File: config.mk
export PLATFORM = sky130hd
export DESIGN_NAME = byte_exec_unit
export DESIGN_NICKNAME = d
export VERILOG_FILES = /design/src/rtl/byte_exec_unit.sv
export SDC_FILE = /design/constraint.sdc
export NUM_CORES = 1
export LEC_CHECK = 0
export ABC_AREA = 1
export BUFFER_PORTS_ARGS = -buffer_cell sky130_fd_sc_hd__buf_2
export CAP_MARGIN = 25
export CORE_UTILIZATION = 53
export DETAILED_ROUTE_END_ITERATION = 10
export PLACE_DENSITY_LB_ADDON = 0.1
export SYNTH_ARGS = -nofsm -noshare
export SYNTH_HDL_FRONTEND = slang
export SYNTH_SLANG_ARGS = --single-unit
File: constraint.sdc
create_clock -name clk -period 2.3 [get_ports clk]
set_input_delay 0.115 -clock clk [delete_from_list [all_inputs] [get_ports clk]]
set_output_delay 0.115 -clock clk [all_outputs]
set_load 0.05 [all_outputs]
File: src/rtl/byte_exec_unit.sv
module byte_exec_unit #(
  parameter int W = 8,
  parameter int SW = 3
) (
  input  logic          clk,
  input  logic          rst_n,
  input  logic [1:0]    op_class,
  input  logic [2:0]    func,
  input  logic [W-1:0]  src_a,
  input  logic [W-1:0]  src_b,
  input  logic [SW-1:0] shamt,
  input  logic          c_in,
  output logic [W-1:0]  result,
  output logic          z_next,
  output logic          c_next,
  output logic          flag_we,
  output logic          z_q,
  output logic          c_q
);
  localparam int W2 = 2 * W;

  logic [W:0]    sum, dif;
  logic [W2-1:0] shl_w, shr_w, rol_w, ror_w;
  logic [W-1:0]  alu_r, sh_r;
  logic          alu_c, sh_c;

  assign sum = {1'b0, src_a} + {1'b0, src_b} + {{W{1'b0}}, func[0] & c_in};
  assign dif = {1'b0, src_a} - {1'b0, src_b} - {{W{1'b0}}, func[0] & c_in};

  always_comb begin
    alu_c = 1'b0;
    unique case (func)
      3'b000, 3'b001: begin alu_r = sum[W-1:0]; alu_c = sum[W]; end
      3'b010, 3'b011: begin alu_r = dif[W-1:0]; alu_c = dif[W]; end
      3'b100:         alu_r = src_a & src_b;
      3'b101:         alu_r = src_a | src_b;
      3'b110:         alu_r = src_a ^ src_b;
      default:        alu_r = src_a & ~src_b;
    endcase
  end

  assign shl_w = {{W{1'b0}}, src_a} << shamt;
  assign shr_w = {src_a, {W{1'b0}}} >> shamt;
  assign rol_w = {src_a, src_a} << shamt;
  assign ror_w = {src_a, src_a} >> shamt;

  always_comb begin
    unique case (func[1:0])
      2'b00: begin sh_r = shl_w[W-1:0];  sh_c = shl_w[W];   end
      2'b01: begin sh_r = shr_w[W2-1:W]; sh_c = shr_w[W-1]; end
      2'b10: begin sh_r = rol_w[W2-1:W]; sh_c = rol_w[W];   end
      default: begin sh_r = ror_w[W-1:0]; sh_c = ror_w[W-1]; end
    endcase
    if (shamt == '0) sh_c = 1'b0;
  end

  assign flag_we = ~op_class[1];
  assign result  = op_class[1] ? '0 : (op_class[0] ? sh_r : alu_r);
  assign z_next  = flag_we ? (result == '0) : z_q;
  assign c_next  = op_class[1] ? c_q : (op_class[0] ? sh_c : alu_c);

  always_ff @(posedge clk or negedge rst_n) begin
    if (!rst_n) begin
      z_q <= 1'b0;
      c_q <= 1'b0;
    end else if (flag_we) begin
      z_q <= z_next;
      c_q <= c_next;
    end
  end
endmodule

* Word-level counts from Yosys, hierarchy flattened *
Index checks and enable logic that the tools add are counted.

storage, ports and cells
  register bits = 2
  output and inout bits = 13
  input bits = 27

cells by class
  $add $sub $neg = 4
  multiplexer cells = 10
  shift operators = 4
  reductions and logical operators = 6
  bitwise gates (word level) = 7
  equal/unequal tests = 8

operators by type and width
  cell                                                                    count
  8-bit case mux with 5 select lines                                      1
  8-bit case mux with 3 select lines                                      1
  8-bit AND                                                               2
  8-bit two-way mux                                                       2
  16-bit by 3-bit << shifter with 16-bit output                           1
  16-bit by 3-bit >> shifter with 16-bit output                           1
  16-bit by 3-bit >> shifter with 8-bit output                            1
  8-bit by 8-bit adder with 9-bit output                                  1
  9-bit by 1-bit adder with 9-bit output                                  1
  3-bit equality test (second input constant)                             3
  8-bit by 3-bit << shifter with 9-bit output                             1
  8-bit by 8-bit subtractor with 9-bit output                             1
  9-bit by 1-bit subtractor with 9-bit output                             1
  8-bit zero test                                                         1
  8-bit inverter                                                          1
  8-bit bitwise OR                                                        1
  8-bit bitwise XOR                                                       1
  3-bit by 2-bit equality test with 1-bit output (second input constant)  2
  3-bit zero test                                                         2
  1-bit two-way mux                                                       4
  2-bit OR reduction                                                      2
  3-bit by 1-bit equality test with 1-bit output (second input constant)  1
  1-bit case mux with 3 select lines                                      1
  2-bit by 1-bit equality test with 1-bit output (second input constant)  1
  5 further kinds                                                         5

* Longest topological paths before layout *
  word-level depth = 7
  depth in mapped cells = 20
  gate-level depth less buffers = 19

* Worst setup path before layout *
No wires, ideal clock.

  path kind = input to output
  start point = input port func[0]
  end point = output port z_next
  data arrival time = 2.878 ns
  path slack = -0.693 ns
  path buffers = 1
  cell stages on the path = 16
  required time = 2.185 ns
  cell sequence = buf_4 -> nand2_1 -> inv_1 -> fa_1 -> inv_1 -> fa_1 -> nand2_1 -> o21ai_1 -> inv_2 -> nand2_1 -> nand2_1 -> nand2_1 -> a21oi_1 -> a21oi_1 -> nand3_1 -> o21ai_1

between the ends
  longest elaborated chain between the ends = 7

RTL lines
  element                                                              line    RTL
  from (decl)                                                          8       input logic [2:0] func,
  1-bit AND (tied with other cells)                                    27, 28
  9-bit by 1-bit subtractor with 9-bit output (tied with other cells)  28      assign dif = {1'b0, src_a} - {1'b0, src_b} - {{W{1'b0}}, func[0] & c_in};
  8-bit case mux with 5 select lines                                   32      unique case (func)
  8-bit two-way mux (*) (2 in a row)                                   58      assign result = op_class[1] ? '0 : (op_class[0] ? sh_r : alu_r);
  named net result[1]                                                  13      output logic [W-1:0] result,
  8-bit zero test (*)                                                  59      assign z_next = flag_we ? (result == '0) : z_q;
  1-bit two-way mux (*)                                                59
  to (decl)                                                            14      output logic z_next,

The timed path passes the listed nets; every way through them passes the cells marked *.

* Final worst setup path *
  start point = input port c_in
  end point = output port z_next

between the ends
  longest elaborated chain between the ends = 7

RTL lines
  element                                                                                                       line    RTL
  from (decl)                                                                                                   12      input logic c_in,
  1-bit AND (*)                                                                                                 27, 28
  9-bit by 1-bit subtractor with 9-bit output / 9-bit by 1-bit adder with 9-bit output (equally long branches)  28, 27
  8-bit case mux with 5 select lines (*)                                                                        32
  8-bit two-way mux (*) (2 in a row)                                                                            58
  8-bit zero test (*)                                                                                           59
  1-bit two-way mux (*)                                                                                         59

Mark *: on every way between the ends. The rest lies on a longest branch, timed or not.

==> metrics.cfg <==
[global_routing]
grt_pass1_vias=3299
antenna_found_initial=0
grt_pass1_wl_um=14600
grt_use_total_pct=35.7
grt_max_degree=19
overflow=0

[finish]
final_common_cell=nand2_1
post-route-util_pct=77.7
antennaDiodeCount=0
area_growth_pct=37.0
num-nets-final=629
layout-drive-gt1-share_pct=28.9
final_cell_mix=nand2_1 (142), nand3_1 (85), inv_1 (59)
fin_area_um2=3500

[status]
violations=setup timing
status=finished with violations

[drt]
route.vias.total=3641
totalWireLength_um=9670
vias_per_cell=5.88
drtPass1Iterations=6
remaining_drc_errors=0
drt_iter0_drc=295
ant_nets=0
avgRoutedWirePerCell_um=15.6

[power]
clkPwrFrac_pct=11.9
powerDensity_nw_per_um2=338
total_power_mw=1.18
p_switching_mw=0.651
leakagePower_nw=1.97
peakVddDrop_mv=0.354
seqPwrFrac_pct=3.6
pwr-share-comb_pct=84.5
internal_power_mw=0.532
p_sw_share_pct=55.0

[logic_synthesis]
yosysWarningCount=0
synth_top_family_by_area=simple AND/OR/NAND/NOR gates
synth_simple_gate_area_share_pct=54.4
synth_compound_area_share_pct=11.2
netlist.area_leader.share_pct=22.8
synth_area_leaders=nand2_1 (23%), nand3_1 (19%), ha_1 (14%)
synth_area_um2=2550
ys.flop_type=dfrtp_1
postSynth.asyncResetShare_pct=100
synth_area_per_cell_um2=5.22
synth.distinct_cells=31
synth_top_area_cell=nand2_1
yosysSeqAreaShare_pct=1.96
synth_fa_ha_area_share_pct=17.3
muxShareOfSynthArea_pct=0
syn-instance-count=489
syn-num-nets=549
synth_enable_flop_cells=0
synthXorXnorAreaFrac_pct=0.343
yosys_register_bits=2

[timing]
grt_setup_unrepaired=true
worst_clock_skew_ns=0
holdWs_ns=0.245
slew_violations=0
hold_viol=0
min_period_ns=2.51
post-route-period-util_pct=109
tns_ns=-0.571
slew_headroom_pct=65.9
max_freq_ghz=0.398
setup_violations=6
fin_ws_ns=-0.214
worst_slew_pin_slew_ns=0.510

[clocking]
cts_tree=built
htree_num_levels=1
cts_sinks=2
clockRootBuffer=clkbuf_8
worstSkewPairLatency_ns=0.21
cts_buffers=3
clk_pin_slew_ns=0.03
clock_path_buffers=2

[floorplanning]
die_w_um=71.4
ios=40
die-area_um2=5100
rows=24
core_um2=4500
start_util_pct=56.7
dieHeight_um=71.4

[worst_setup_path]
critPathRequiredTime_ns=2.18
endpoint_kind=primary output
arrival_ns=2.40
startpoint_type=input port
crit_fanout=2
path_class=input port to primary output

[placed_design]
hpwl_um=6700
post_dp_cell_area_um2=3090
gp_congestion=0.996
io_buffers=39

[min_path]
hp-class=input port to async pin

[flow_run]
drv_cap=0

state kept, by name, indices dropped and copies added (netlist names):
signal,cells
c_q,1
z_q,1
cells in the mapped netlist, types with 3 or more instances:
cell / n
a21oi_1: 21
buf_2: 4
buf_6: 3
clkinv_1: 3
fa_1: 4
ha_1: 29
inv_1: 66
inv_2: 9
nand2_1: 155
nand2_2: 7
nand3_1: 97
nand3b_1: 7
nand4_1: 3
nor2_1: 29
nor2_2: 3
nor2_4: 3
o211ai_1: 3
o21a_1: 3
o21ai_0: 11
o21ai_1: 12
worst max-delay path, stage by stage:
cell,delay [ns]
buf_8,0.07
nand2_4,0.05
fa_2,0.40
buf_4,0.15
ha_4,0.26
inv_1,0.04
nor2_1,0.12
nand3b_1,0.16
nand2_1,0.09
nand2_1,0.06
nand3_2,0.06
nand3_2,0.08
nand2_2,0.09
nand2_1,0.06
nand2_2,0.12
nand3_4,0.09
o21ai_4,0.18
buf_6,0.18
per-stage QoR:
| step | setup WS [ns] | cells |
|---|---|---|
| final | -0.214 | 619 |
| after global placement | -0.329 | 610 |
| after CTS | -0.140 | 617 |
| after floorplan | -0.134 | 489 |
| after detailed placement | -0.374 | 610 |
| after global routing | -0.352 | 619 |
timing repair:
| action | CTS | global route |
|---|---|---|
| hold buffers | 1 | 0 |
| endpoints found under the hold margin | 2 | 0 |
| gates resized for setup | 42 | 40 |
| setup buffers | 3 | 2 |
| endpoints found under the setup margin | 7 | 9 |
| pin swaps | 14 | 24 |
final cells by class:
cell class                      instances  area [um^2]
Fill cell                             378         1000
Timing Repair Buffer                   88          668
Tap cell                               52         65.1
Inverter                               78          298
Multi-Input combinational cell        396         2380
Sequential cell                         2         50.0
Clock buffer                            3         41.3
kinds of logic (layout without fill, tap and decap cells):
kind of cell | after synthesis | in the layout
buffers and inverters | 91 | 169
DFF | 2 | 2
and+or+nand+nor | 309 | 309
xor gates and xnor gates | 1 | 1
AOI/OAI and AO/OA | 53 | 53
adders and majority gates | 33 | 33
worst paths after layout:
| kind | start | end | slack, ns | cells after the start |
|---|---|---|---|---|
| setup / recovery | c_in | z_next | -0.21 | 18 |
| hold / removal | rst_n | c_q$_DFFE_PN0N_ | 0.24 | 2 |
| setup reg to reg | c_q$_DFFE_PN0N_ | c_q$_DFFE_PN0N_ | 1.49 | 2 |
| hold reg to reg | z_q$_DFFE_PN0N_ | z_q$_DFFE_PN0N_ | 0.61 | 2 |
| max in group asynchronous | rst_n | z_q$_DFFE_PN0N_ | 1.96 | 2 |
| min in group clk | op_class[1] | z_q$_DFFE_PN0N_ | 0.33 | 3 |
power by group through the flow:
| stage | clock (mW) | combinational, mW | sequential [mW] |
|---|---|---|---|
| finish | 0.141 | 1.00 | 0.0429 |
| global route | 0.144 | 1.08 | 0.0428 |
| CTS | 0.141 | 0.892 | 0.0420 |
| detailed placement | 0 | 0.823 | 0.0423 |
| global placement | 0 | 0.810 | 0.0420 |
| floorplan | 0 | 0.548 | 0.0579 |
per-layer routing:
| metal | vias to the layer above | global-route usage, % | wire length, um |
|---|---|---|---|
| met4 | 0 | 15.3 | 374 |
| met3 | 48 | 2.53 | 842 |
| li1 | 1728 | - | - |
| met5 | - | 0 | 0 |
| met2 | 240 | 60.6 | 4470 |
| met1 | 1625 | 46.5 | 3980 |
(Power assumes the default switching activity.)
